===== config.mk =====
export PLATFORM = sky130hd
export DESIGN_NAME = sync_field_detect
export DESIGN_NICKNAME = d
export VERILOG_FILES = /design/src/rtl/sync_field_detect.sv
export SDC_FILE = /design/constraint.sdc
export NUM_CORES = 1
export LEC_CHECK = 0
export ABC_AREA = 1
export ABC_CLOCK_PERIOD_IN_PS = 2100
export BUFFER_PORTS_ARGS = -buffer_cell sky130_fd_sc_hd__buf_2
export CORE_UTILIZATION = 40
export DETAILED_ROUTE_END_ITERATION = 8
export MAX_ROUTING_LAYER = met4
export PLACE_DENSITY = 0.69
export SYNTH_ARGS = -nofsm -noshare
export SYNTH_HDL_FRONTEND = slang
export SYNTH_SLANG_ARGS = --single-unit

===== constraint.sdc =====
create_clock -name clk -period 2.1 [get_ports clk]
set_clock_uncertainty 0.05 [all_clocks]
set_input_delay 0.105 -clock clk [delete_from_list [all_inputs] [get_ports clk]]
set_output_delay 0.105 -clock clk [all_outputs]
set_load 0.005 [all_outputs]

===== src/rtl/sync_field_detect.sv =====
module sync_field_detect #(
  parameter int SKEW_W = 10
) (
  input  logic              clk,
  input  logic              rst_n,
  input  logic              hs_in,
  input  logic              vs_in,
  input  logic              hs_invert,
  input  logic              vs_invert,
  input  logic              vs_fall_sample,
  input  logic [SKEW_W-1:0] skew,
  output logic              hs_out,
  output logic              vs_out,
  output logic              field_top,
  output logic              field_start
);
  localparam int CW = SKEW_W + 1;
  localparam logic [CW-1:0] CMAX = {CW{1'b1}};

  logic hs_r1, hs_s, vs_r1, vs_n, vs_s;
  logic hs_d, vs_d;
  logic [CW-1:0] cnt;
  logic pend, pend_nx;
  logic [SKEW_W-1:0] win, win_nx;
  logic issue, top_nx;

  always_ff @(negedge clk or negedge rst_n)
    if (!rst_n) vs_n <= 1'b0;
    else        vs_n <= vs_in;

  assign hs_out = hs_s ^ hs_invert;
  assign vs_out = vs_s ^ vs_invert;

  wire hs_edge  = hs_out & ~hs_d;
  wire vs_edge  = vs_out & ~vs_d;
  wire lookback = hs_edge || (cnt <= {1'b0, skew});

  always_comb begin
    issue   = 1'b0;
    top_nx  = 1'b0;
    pend_nx = pend;
    win_nx  = win;
    if (vs_edge) begin
      if (lookback || skew == '0) begin
        issue   = 1'b1;
        top_nx  = lookback;
        pend_nx = 1'b0;
      end else begin
        pend_nx = 1'b1;
        win_nx  = SKEW_W'(1);
      end
    end else if (pend) begin
      if (hs_edge) begin
        issue   = 1'b1;
        top_nx  = 1'b1;
        pend_nx = 1'b0;
      end else if (win == skew) begin
        issue   = 1'b1;
        pend_nx = 1'b0;
      end else begin
        win_nx  = win + 1'b1;
      end
    end
  end

  always_ff @(posedge clk or negedge rst_n) begin
    if (!rst_n) begin
      hs_r1       <= 1'b0;
      hs_s        <= 1'b0;
      vs_r1       <= 1'b0;
      vs_s        <= 1'b0;
      hs_d        <= 1'b1;
      vs_d        <= 1'b1;
      cnt         <= CMAX;
      pend        <= 1'b0;
      win         <= '0;
      field_top   <= 1'b0;
      field_start <= 1'b0;
    end else begin
      hs_r1       <= hs_in;
      hs_s        <= hs_r1;
      vs_r1       <= vs_in;
      vs_s        <= vs_fall_sample ? vs_n : vs_r1;
      hs_d        <= hs_out;
      vs_d        <= vs_out;
      if (hs_edge)           cnt <= CW'(1);
      else if (cnt != CMAX)  cnt <= cnt + 1'b1;
      pend        <= pend_nx;
      win         <= win_nx;
      field_start <= issue;
      if (issue) field_top <= top_nx;
    end
  end
endmodule



==> impl_metrics.py <==
metrics = {
    "global_route": {
        "grt_pass1_wl_um": 7820,
        "antenna_found_initial": 0,
        "grt-ovfl-total": 0,
        "grt_pass1_vias": 1722,
        "grt_busiest_layer": "met2",
        "track_usage_pct": 19.5,
        "use_met2_pct": 28.3,
        "grt_max_degree": 31,
        "use_met3_pct": 4.02,
        "grt_util_met1_pct": 26.5,
    },
    "placement": {
        "gp_congestion": 0.844,
        "io_buffers": 20,
        "dp_hpwl_um": 3440,
    },
    "floorplan": {
        "fp.dieH_um": 75.1,
        "num_rows": 26,
        "die_area_um2": 5640,
        "coreArea_um2": 5140,
        "die_x_um": 75.1,
        "initial_utilization_pct": 41.6,
        "io_pins": 21,
    },
    "finish": {
        "drive_gt1_share_pct": 23.9,
        "multi_input_comb_area_um2": 1150,
        "layout.nets": 334,
        "fill_cells": 559,
        "num_antenna_cells": 0,
        "seq_area_um2": 792,
        "area_delta_synth_final_pct": 14.5,
    },
    "synthesis": {
        "synth_cell_types": 35,
        "yosysWarnings": 0,
        "async_reset_ff_share_pct": 100,
        "synth_fp_nets": 307,
        "synth_edf_count": 0,
        "netlist_area_um2": 2140,
        "yosysTopAreaCell": "dfrtp_1",
        "synth_ff_type": "dfrtp_1",
        "synth_area_leaders": "dfrtp_1 (20%), dfstp_2 (16%), nand2_1 (12%)",
        "yosysSeqAreaShare_pct": 37.1,
        "post-synth-top-area-fraction_pct": 19.9,
        "avgSynthCellArea_um2": 7.68,
        "netlist_instances": 278,
        "ys_ff_latch": 31,
    },
    "run_status": {
        "outcome": "finished clean",
    },
    "sta": {
        "final.setup.tns_ns": 0,
        "hold_viol": 0,
        "max-slew-margin-rel_pct": 73.9,
        "hold_ws_ns": 0.0189,
        "drv_slew": 0,
        "finalCritPeriodShare_pct": 90.5,
        "setup_viol": 0,
        "clock.fmax_mhz": 526,
        "period_minus_slack_ns": 1.90,
        "rsz0062_at_grt": "false",
        "worstMarginPinSlew_ns": 0.391,
    },
    "routing": {
        "wl_per_cell_um": 12.2,
        "routed_wl_um": 4570,
        "drtPass1Iterations": 4,
        "drc": 0,
        "viasPerCell": 4.81,
        "vias": 1809,
        "dr.first_iter.drc_count": 106,
        "ant_nets": 0,
    },
    "hold_path": {
        "worstHoldStart": "vs_fall_sample",
        "min_path_type": "primary input to flop",
    },
    "clock_tree": {
        "cts_tree": "yes",
        "clock_latency_ns": 0.29,
        "post_cts_buffers": 0,
        "root_buffer": "clkbuf_8",
        "cts.sinks": 31,
        "cts-buffers-inserted": 5,
        "clk_path_buf_depth": 2,
        "h-tree-depth": 2,
        "cts.reportedPaths.clkPinSlew_ns": 0.06,
    },
    "worst_setup_path": {
        "r2r-start": "cnt[1]",
        "startpoint_type": "flop",
        "critPathArrivalTime_ns": 2.05,
        "crit_start": "cnt[1]",
        "path_max_fanout": 5,
        "end_kind": "flop",
        "cp_data_required_time_ns": 2.25,
        "crit_type": "flop to flop",
    },
    "power": {
        "internal_power_mw": 1.18,
        "p_comb_share_pct": 24.3,
        "p_clk_share_pct": 29.2,
        "swShare_pct": 33.0,
        "ir_drop_v": 0.000463,
        "totalPowerFinal_mw": 1.76,
        "power_per_cell_area_nw_per_um2": 721,
        "switchingPower_mw": 0.581,
        "leakage_nw": 1.27,
        "pwr-share-seq_pct": 46.6,
    },
    "job": {
        "drv_cap": 0,
    },
}
final cells by class:
cell class | count | area share [%]
Tap cell | 70 | 3.58
Clock buffer | 8 | 4.09
Timing Repair Buffer | 26 | 6.35
Multi-Input combinational cell | 199 | 47.1
Inverter | 42 | 6.45
Sequential cell | 31 | 32.4
per-stage QoR:
stage | area (um2) | setup slack, ns | std cells | util, %
2_1_floorplan | 2140 | 0.332 | 278 | -
3_3_place_gp | 2290 | 0.175 | 364 | 44.5
6_report | 2440 | 0.199 | 376 | 47.6
5_1_grt | 2440 | 0.0251 | 376 | 47.6
4_1_cts | 2430 | 0.123 | 376 | 47.2
3_5_place_dp | 2290 | 0.134 | 364 | 44.5
final timing paths:
kind                           to  slack [ns]  depth (start not counted)
hold reg to reg              hs_s        0.31                          0
setup / recovery           cnt[8]        0.20                          7
hold / removal               vs_s        0.02                          2
setup reg to reg           cnt[8]        0.20                          7
max in group asynchronous    vs_n        0.80                          2
min in group asynchronous  win[9]        0.42                          3
cells in the mapped netlist (2+ instances only):
master / number
nand4_1: 4
a21oi_1: 13
o21ai_0: 9
inv_2: 5
clkinv_1: 2
nor2_1: 14
buf_2: 2
xnor2_1: 5
nand2_1: 69
nor3_4: 2
nand3_1: 27
nand3_2: 3
xor2_1: 5
dfstp_2: 13
inv_1: 35
a31oi_1: 2
dfrtp_1: 17
ha_1: 12
nor3_1: 8
buf_6: 3
nand2_2: 13
nand2_4: 2
timing repair:
item                                    CTS  global route
resized for setup                         0             2
hold endpoints to repair                 20             0
endpoints found under the setup margin    0            10
hold buffers                              4             0
worst max-delay path: stages (launching register included):
cell and delay, ns:
dfstp_2 0.59, ha_1 0.25, nand3_2 0.12, nor3_4 0.18, nand3_2 0.17, nor3_4 0.22, nand2_2 0.13, o21ai_0 0.11
placed cells by master (no fill, tap or decap), types with 8 or more instances in the layout:
| cell | Yosys | routed |
|---|---|---|
| nor2_1 | 14 | 14 |
| ha_1 | 12 | 12 |
| nand2_1 | 69 | 69 |
| dfstp_2 | 13 | 13 |
| a21oi_1 | 13 | 13 |
| nor3_1 | 8 | 8 |
| nand2_2 | 13 | 13 |
| dfrtp_1 | 17 | 17 |
| buf_2 | 2 | 20 |
| nand3_1 | 27 | 27 |
| o21ai_0 | 9 | 9 |
| inv_1 | 35 | 35 |
flip-flops by register name, indices dropped and copies added, names as in the netlist:
| register | cells |
|---|---|
| win | 10 |
| field_start | 1 |
| vs_n | 1 |
| cnt | 11 |
| vs_d | 1 |
| vs_r1 | 1 |
| pend | 1 |
| hs_r1 | 1 |
| hs_s | 1 |
| field_top | 1 |
| hs_d | 1 |
| vs_s | 1 |
power by group through the flow:
| stage | sequential, mW | combinational, mW | clock [mW] |
|---|---|---|---|
| floorplan | 0.787 | 0.329 | 0 |
| global placement | 0.828 | 0.412 | 0 |
| detailed placement | 0.829 | 0.422 | 0 |
| CTS | 0.820 | 0.429 | 0.530 |
| global route | 0.838 | 0.503 | 0.558 |
| finish | 0.821 | 0.427 | 0.514 |
cell families (layout without fill, tap and decap cells):
kind of cell    after synthesis  after routing  share of synthesized area (%)
flops                        31             31                           37.1
buf+inv                      48             76                           9.78
mux                           1              1                          0.527
compound gates               27             27                           6.74
fa+ha+maj                    12             12                           7.03
xor+xnor                     10             10                           4.10
simple gates                149            149                           34.7
per-layer routing:
metal  wire [um]  part of all wire (%)  up-vias
li1            -                     -      950
met5           0                     0        -
met2        1990                    43       48
met3         219                   4.8        8
met4          97                   2.1        0
met1        2270                    50      803
No activity file was read; power rests on OpenSTA's default activity.
